## src/rtl/rbs_pkg.sv

```systemverilog
package rbs_pkg;

  localparam int SCRIPT_LEN = 18;
  localparam int ADDR_W     = 10;
  localparam int DATA_W     = 8;

  typedef struct packed {
    logic              is_long;
    logic [ADDR_W-1:0] addr;
    logic [DATA_W-1:0] data;
  } reg_write_t;

  typedef enum logic [1:0] {
    PH_HOLD   = 2'd0,
    PH_SETTLE = 2'd1,
    PH_WRITE  = 2'd2,
    PH_READY  = 2'd3
  } phase_t;

  // cycles in one timed interval
  function automatic int interval_cycles(input longint clk_hz, input int usec);
    longint c;
    c = (clk_hz / 64'd1_000_000) * longint'(usec);
    if (c < 2) c = 2;
    return int'(c);
  endfunction

  function automatic reg_write_t mk(input logic lg, input logic [ADDR_W-1:0] a,
                                    input logic [DATA_W-1:0] d);
    reg_write_t w;
    w.is_long = lg;
    w.addr    = a;
    w.data    = d;
    return w;
  endfunction

  // start-up script; order matters (RF reset brackets the configuration)
  function automatic reg_write_t script_entry(input int idx);
    reg_write_t w;
    case (idx)
      0:  w = mk(1'b0, 10'h036, 8'h04);
      1:  w = mk(1'b0, 10'h036, 8'h00);
      2:  w = mk(1'b0, 10'h001, 8'hAA);
      3:  w = mk(1'b0, 10'h002, 8'hAA);
      4:  w = mk(1'b0, 10'h003, 8'hAA);
      5:  w = mk(1'b0, 10'h004, 8'hAA);
      6:  w = mk(1'b0, 10'h00D, 8'h01);
      7:  w = mk(1'b1, 10'h202, 8'h80);
      8:  w = mk(1'b1, 10'h203, 8'h00);
      9:  w = mk(1'b1, 10'h206, 8'h80);
      10: w = mk(1'b1, 10'h208, 8'h10);
      11: w = mk(1'b0, 10'h03A, 8'h78);
      12: w = mk(1'b0, 10'h03E, 8'h40);
      13: w = mk(1'b0, 10'h03F, 8'h00);
      14: w = mk(1'b1, 10'h200, 8'h00);
      15: w = mk(1'b0, 10'h000, 8'h01);
      16: w = mk(1'b0, 10'h036, 8'h04);
      17: w = mk(1'b0, 10'h036, 8'h00);
      default: w = mk(1'b0, '0, '0);
    endcase
    return w;
  endfunction

endpackage

```

## src/rtl/rbs_interval_timer.sv

```systemverilog
module rbs_interval_timer #(
  parameter int LIMIT = 10000
) (
  input  logic clk,
  input  logic rst_n,
  input  logic clear,
  input  logic run,
  output logic expired
);
  localparam int CNT_W = (LIMIT > 2) ? $clog2(LIMIT) : 1;

  logic [CNT_W-1:0] cnt;

  assign expired = run && (cnt == CNT_W'(LIMIT - 1));

  always_ff @(posedge clk or negedge rst_n) begin
    if (!rst_n) begin
      cnt <= '0;
    end else if (clear || expired) begin
      cnt <= '0;
    end else if (run) begin
      cnt <= cnt + 1'b1;
    end
  end
endmodule

```

## src/rtl/rbs_script_rom.sv

```systemverilog
module rbs_script_rom
  import rbs_pkg::*;
#(
  parameter int DEPTH = SCRIPT_LEN
) (
  input  logic [$clog2(DEPTH)-1:0] idx,
  output reg_write_t               entry,
  output logic                     is_last
);
  localparam int IDX_W = $clog2(DEPTH);

  always_comb begin
    entry   = script_entry(int'(idx));
    is_last = (idx == IDX_W'(DEPTH - 1));
  end
endmodule

```

## src/rtl/radio_boot_seq.sv

```systemverilog
module radio_boot_seq
  import rbs_pkg::*;
#(
  parameter longint CLK_HZ  = 100_000_000,
  parameter int     HOLD_US = 100
) (
  input  logic              clk,
  input  logic              rst_n,
  input  logic              init_req,
  output logic              xcvr_rst_n,
  output logic              xcvr_wake,
  output logic              wr_valid,
  output logic              wr_long,
  output logic [ADDR_W-1:0] wr_addr,
  output logic [DATA_W-1:0] wr_data,
  input  logic              wr_done,
  output logic              ready
);
  localparam int WAIT_CYC = interval_cycles(CLK_HZ, HOLD_US);
  localparam int IDX_W    = $clog2(SCRIPT_LEN);

  phase_t           phase;
  logic [IDX_W-1:0] step_idx;
  reg_write_t       cur_entry;

  // named internal events
  logic timer_run;
  logic timer_expired;
  logic step_accept;
  logic last_step;

  assign timer_run   = ((phase == PH_HOLD) || (phase == PH_SETTLE)) && !init_req;
  assign step_accept = wr_valid && wr_done;

  rbs_interval_timer #(.LIMIT(WAIT_CYC)) u_timer (
    .clk     (clk),
    .rst_n   (rst_n),
    .clear   (init_req),
    .run     (timer_run),
    .expired (timer_expired)
  );

  rbs_script_rom #(.DEPTH(SCRIPT_LEN)) u_rom (
    .idx     (step_idx),
    .entry   (cur_entry),
    .is_last (last_step)
  );

  always_ff @(posedge clk or negedge rst_n) begin
    if (!rst_n) begin
      phase    <= PH_HOLD;
      step_idx <= '0;
    end else if (init_req) begin
      phase    <= PH_HOLD;
      step_idx <= '0;
    end else begin
      case (phase)
        PH_HOLD:   if (timer_expired) phase <= PH_SETTLE;
        PH_SETTLE: if (timer_expired) phase <= PH_WRITE;
        PH_WRITE: begin
          if (step_accept) begin
            if (last_step) phase <= PH_READY;
            else           step_idx <= step_idx + 1'b1;
          end
        end
        default: phase <= PH_READY;
      endcase
    end
  end

  assign xcvr_rst_n = (phase != PH_HOLD);
  assign xcvr_wake  = 1'b1;
  assign wr_valid   = (phase == PH_WRITE);
  assign wr_long    = cur_entry.is_long;
  assign wr_addr    = cur_entry.addr;
  assign wr_data    = cur_entry.data;
  assign ready      = (phase == PH_READY);
endmodule

```

## config.mk

```make
export PLATFORM = sky130hd
export DESIGN_NAME = radio_boot_seq
export DESIGN_NICKNAME = d
export VERILOG_FILES = /design/src/rtl/rbs_pkg.sv /design/src/rtl/rbs_interval_timer.sv /design/src/rtl/rbs_script_rom.sv /design/src/rtl/radio_boot_seq.sv
export SDC_FILE = /design/constraint.sdc
export NUM_CORES = 1
export LEC_CHECK = 0
export BUFFER_PORTS_ARGS = -buffer_cell sky130_fd_sc_hd__buf_4
export CAP_MARGIN = 5
export CORE_ASPECT_RATIO = 1.75
export CORE_MARGIN = 2
export CORE_UTILIZATION = 35
export DETAILED_ROUTE_END_ITERATION = 16
export GPL_TIMING_DRIVEN = 0
export PLACE_DENSITY = 0.62
export SLEW_MARGIN = 5
export SYNTH_ARGS = -nofsm -noshare
export SYNTH_HDL_FRONTEND = slang
export SYNTH_SLANG_ARGS = --single-unit
```

## constraint.sdc

```tcl
create_clock -name clk -period 2.3 [get_ports clk]
set_clock_uncertainty 0.15 [all_clocks]
set_input_delay 0.115 -clock clk [delete_from_list [all_inputs] [get_ports clk]]
set_output_delay 0.115 -clock clk [all_outputs]
set_load 0.02 [all_outputs]
```

==> qor.txt, run 1 <==
Synth area leaders = dfrtp_1 33%, ha_1 8.6%, nor2_1 4.7%, buf_4 4.2%, nor2b_1 3.9%
Post-synth top area share = 32.66%
Slew Limit Fails = 0
Num rows = 32
Flops & latches, synth = 21
# H-tree levels = 1
Pint = 515.9 uW
Flop pwr share = 57.1%
Initial core utilization = 36.53%
Static Leak = 0.8321 nW
Clock buffer count from CTS = 3
Synth-to-Final Area Change = 18.20%
Combinational share of power = 7.1%
Ports = 27
Max Cap Violations = 0
CTS root buffer = clkbuf_8
Clk_lat worst skew = 260 ps
Setup tns final = 0 ps
Vias per inst = 5.183
VDD IR max = 403.2 uV
Most common cell after layout, fill and taps aside = buf_4
Total number of vias = 1,363
Asr flop ratio synth = 100.0%
Hold EP = phase[0]
Largest net degree at the start of global routing = 22
Vias in the first global route = 1,345
Fmax = 456.4 MHz
Mapped Area = 1609 um^2
Status = finished clean
Hpwl dp = 2793 um
GP Congestion = 0.7845
Min Tclk post-route = 2191 ps
Drt wl/cell = 13.33 um
Avg Cell Area, Syn = 8.793 um^2
Crit Reg-Reg Startpoint = step_idx[1]
R2R cell count = 5
Sw frac = 22.64%
Setup slack after layout = 108.9 ps
Clk sinks = 21
WL final = 3506 um
WP data arrival = 1930 ps
Clock Path Buffers = 2
Reg2reg end = step_idx[3]
Overall Global Routing Usage = 14.23%
Drt first-iter violations = 20
Total of fill cells in the finished design = 471
Hold Startpoint = wr_done
Most used DFF post-synth = dfrtp_1
Share of cells above drive strength 1 = 22.17%
Ant diodes = 0
Crit path max-delay cell type = dfrtp_1
Die area = 5177 um^2
Mapped Cells = 183
CP Cell Sequence = inv_1, ha_1, mux4_2, nor2b_1, buf_4
Die X = 55.26 um
First-pass GRT wire length = 5913 um
Hold Fails Final Rpt = 0
Final setup vio count = 0
CTS tree = yes
Flop2flop setup slack = 350 ps
Hold Path Depth = 3
CP required = 2040 ps
Fin cells = 263
IO buf count = 22
PwrDens = 350.7 nW/um^2
Post-synth EDFFs = 0
Final period utilization = 95.27%
Total overflow reported by the global router = 0
Die Y = 93.70 um
Unrepaired setup endpoints after global routing = no
P_sw = 151.0 uW
CP peak stage delay = 540 ps
Clk pin slew, worst setup/hold paths = 70 ps
Distinct cells, synth = 47
Nets@finish = 228
Synth area leader = dfrtp_1
DRT Pass-1 Iters = 4
WS Path Type = reg2out
Post-CTS Setup Inserts = 0
Worst slack, placed = 281.4 ps
Crit path launch type = flip-flop
Yosys Warn Count = 0
Post-DRT Antenna Nets = 0
Commonest non-fill, non-tap cells in the layout = 31 x buf_4, 20 x nor2_1, 20 x dfrtp_1
Dpl cells = 258
Core ar. = 4404 um^2
Crit end category = output pin
Initial antenna violation count = 0
Crit path max fanout = 11
Worst Hold Class = in2reg
Seq/Total Area, Yosys = 32.66%
Drt drc = 0
Clock share of power = 35.8%
-- timing repair --
action / 4_1_cts / 5_1_grt
hold endpoints to repair: 21 / 0
setup endpoints to repair: 1 / 0
hold buffers: 1 / 0
resized for setup: 1 / 0
-- sequential cells by signal (all words and copies together), names as in the netlist --
signal / count
step_idx: 5
phase: 2
u_timer.cnt: 14
-- critical path, delay by kind of cell, from the launching register on --
| kind | cells | cell delay [ps] |
|---|---|---|
| mux | 1 | 460 |
| flops | 1 | 540 |
| simple gates | 1 | 140 |
| fa+ha+maj | 1 | 240 |
| buf+inv | 2 | 300 |
-- area by class of cell --
| cell class | instances | area, um^2 | share of cell area, % |
|---|---|---|---|
| buffer | 14 | 88.84 | 4.671 |
| multi-input combinational | 145 | 983.4 | 51.71 |
| tap | 51 | 63.81 | 3.355 |
| inverter | 5 | 18.77 | 0.9868 |
| timing repair buffer | 23 | 175.2 | 9.211 |
| clock buffer | 4 | 45.04 | 2.368 |
| sequential | 21 | 526.8 | 27.70 |
-- layer usage --
| metal | routed length, um | GRT usage [%] | vias up |
|---|---|---|---|
| met4 | 74 | 6.707 | 0 |
| met3 | 66 | 0.9642 | 6 |
| met2 | 2034 | 29.46 | 19 |
| met1 | 1331 | 13.60 | 643 |
| li1 | - | - | 695 |
| met5 | 0 | 0 | - |
-- worst max-delay path by stage --
stage	start	end	slack (ps)	cells after the start
2_1_floorplan	step_idx[2]	wr_data[5]	330	6
4_1_cts	step_idx[1]	wr_addr[0]	100	5
3_5_place_dp	step_idx[2]	wr_data[5]	280	7
5_1_grt	step_idx[2]	wr_data[5]	4	7
3_3_place_gp	step_idx[2]	wr_data[5]	300	7
6_report	step_idx[1]	wr_addr[0]	110	5
-- power by group through the flow --
stage / Sequential (mW) / Clock (mW) / Combinational (mW)
after detailed placement: 0.388 / 0 / 0.0466
after global routing: 0.381 / 0.259 / 0.0531
after floorplan: 0.386 / 0 / 0.0295
after global placement: 0.388 / 0 / 0.0466
after CTS: 0.381 / 0.244 / 0.0484
final: 0.381 / 0.239 / 0.0470
-- synthesized netlist by cell type, drive strengths merged, types with 3 or more instances --
cell and instances:
mux2i 3, buf 11, ha 11, a21oi 12
nor2b 10, clkbuf 3, nand3 4, nand4 4
dfrtp 21, nor2 20, nand2 14, nor3 6
o21ai 11, inv 5, and2 3, xnor2 7
nor3b 5
-- cell families after synthesis --
logic type / after synthesis / synth area share (%)
adders and majority gates: 11 / 8.554
DFF: 21 / 32.66
buffers and inverters: 19 / 6.687
xor gates and xnor gates: 7 / 3.810
and+or+nand+nor: 78 / 27.29
AOI/OAI and AO/OA: 41 / 17.26
other: 2 / 0.4667
muxes: 4 / 3.266
-- per-stage QoR --
stage | cell area [um^2] | hold slack (ps) | utilization (%) | total power [mW]
3_5_place_dp | 1846 | -132.7 | 41.90 | 0.4342
6_report | 1902 | 90.26 | 43.18 | 0.6670
2_1_floorplan | 1617 | -330.6 | - | 0.4151
3_3_place_gp | 1846 | -133.2 | 41.90 | 0.4342
4_1_cts | 1902 | 97.94 | 43.18 | 0.6731
5_1_grt | 1902 | 119.4 | 43.18 | 0.6931
No activity file was read; power rests on OpenSTA's default activity.
==> inputs of run 2 (changes only) <==
--- a/config.mk
+++ b/config.mk
@@ -5,13 +5,13 @@
 export SDC_FILE = /design/constraint.sdc
 export NUM_CORES = 1
 export LEC_CHECK = 0
+export ABC_CLOCK_PERIOD_IN_PS = 2300
 export BUFFER_PORTS_ARGS = -buffer_cell sky130_fd_sc_hd__buf_4
 export CAP_MARGIN = 5
 export CORE_ASPECT_RATIO = 1.75
 export CORE_MARGIN = 2
 export CORE_UTILIZATION = 35
 export DETAILED_ROUTE_END_ITERATION = 16
-export GPL_TIMING_DRIVEN = 0
 export PLACE_DENSITY = 0.62
 export SLEW_MARGIN = 5
 export SYNTH_ARGS = -nofsm -noshare
==> qor.txt, run 2 (synthesis gave the netlist of run 1 again) <==
Die Y = 93.70 um
Overall Global Routing Usage = 13.71%
Drt first-iter violations = 39
Nets@finish = 218
Final period utilization = 95.21%
P_sw = 160.9 uW
Hpwl dp = 2579 um
WL final = 3369 um
Hold Fails Final Rpt = 0
First-pass GRT wire length = 5844 um
Slew headroom = 34.55%
Die X = 55.26 um
Clk pin slew, worst setup/hold paths = 80 ps
Ports = 27
Crit end category = output pin
Fmax = 456.7 MHz
Vias in the first global route = 1,324
Crit path max fanout = 11
IO buf count = 22
Share of cells above drive strength 1 = 19.31%
Reg2reg end = step_idx[3]
Post-layout util = 41.90%
Commonest non-fill, non-tap cells in the layout = 25 x buf_4, 21 x dfrtp_1, 20 x nor2_1
Post-DRT Antenna Nets = 0
Flop2flop setup slack = 340 ps
Most common cell after layout, fill and taps aside = buf_4
CTS tree = yes
Vias per inst = 5.285
Worst setup startpoint = step_idx[1]
Final setup vio count = 0
Min Tclk post-route = 2190 ps
Worst-margin pin slew = 979.8 ps
WS Path Type = reg2out
Crit Reg-Reg Startpoint = step_idx[1]
Register name with the most flops = u_timer.cnt
Max FFs per register = 14
Num rows = 32
# H-tree levels = 1
Setup tns final = 0 ps
Max Cap Violations = 0
Initial core utilization = 36.53%
Core ar. = 4404 um^2
PwrDens = 363.2 nW/um^2
GP Congestion = 0.7800
Initial antenna violation count = 0
Combinational share of power = 6.4%
Clock Path Buffers = 2
Crit path to = wr_addr[0]
Flop pwr share = 56.6%
Seq. cell area = 525.5 um^2
Post-CTS resize count = 0
Clock buffer count from CTS = 3
CP required = 2040 ps
Sw frac = 24.00%
Unrepaired setup endpoints after global routing = no
Drt wl/cell = 13.32 um
Total overflow reported by the global router = 0
Clk_lat worst skew = 260 ps
Synth-to-Final Area Change = 14.70%
Clk sinks = 21
Hold-fix buffers, CTS = 2
VDD IR max = 517.0 uV
Final Total Pwr = 670.3 uW
Status = finished clean
Ant diodes = 0
Worst slack, placed = 346.4 ps
Area occupied by multi-input gates = 983.4 um^2
Clock share of power = 36.9%
Drt drc = 0
Total of fill cells in the finished design = 451
DRT Pass-1 Iters = 4
Static Leak = 0.7958 nW
Pint = 509.4 uW
Regs by FF count = u_timer.cnt (14), step_idx (5), phase (2)
Crit path launch type = flip-flop
Setup slack after layout = 110.2 ps
Largest net degree at the start of global routing = 22
Die area = 5177 um^2
CTS root buffer = clkbuf_8
Post-CTS Setup Inserts = 0
Slew Limit Fails = 0
WP data arrival = 1920 ps
R2R cell count = 5
Total number of vias = 1,337
Worst Hold Class = in2reg
## run 2: layer usage
layer	wire (um)	track usage (%)
met1	1301	13.60
met2	1953	28.77
met3	70	0.9642
met5	0	0
met4	44	4.472
## run 2: layout make-up
class / instances / share of cell area [%]
clock buffer: 3 / 2.237
tap: 51 / 3.458
inverter: 5 / 1.017
clock inverter: 1 / 0.2712
sequential: 21 / 28.47
multi-input combinational: 145 / 53.29
timing repair buffer: 27 / 11.25
## run 2: worst max-delay path, stage by stage (launching register included)
cell and delay, ps:
dfrtp_1 540, inv_1 130, ha_1 230, mux4_2 470, nor2b_1 140, buf_4 150
## run 2: worst min-delay path by stage
stage / from / endpoint / slack, ps / cells after the start
3_5_place_dp: rst_n / u_timer.cnt[12] / -130 / 1
4_1_cts: wr_done / phase[0] / 70 / 3
5_1_grt: wr_done / phase[0] / 130 / 3
6_report: wr_done / phase[0] / 70 / 3
3_3_place_gp: rst_n / u_timer.cnt[12] / -130 / 1
2_1_floorplan: rst_n / phase[0] / -330 / 0
## run 2: metrics by stage
step | cells | area [um^2] | hold slack (ps)
CTS | 253 | 1846 | 67.59
finish | 253 | 1846 | 66.31
floorplan | 185 | 1617 | -330.6
global route | 253 | 1846 | 129.6
detailed placement | 247 | 1779 | -131.7
global placement | 247 | 1779 | -131.5
## run 2: power groups by stage
stage	sequential (mW)	combinational, mW	clock, mW
after floorplan	0.386	0.0295	0
after global placement	0.387	0.0411	0
after detailed placement	0.387	0.0413	0
after CTS	0.379	0.0441	0.256
after global routing	0.380	0.0493	0.265
final	0.379	0.0432	0.248
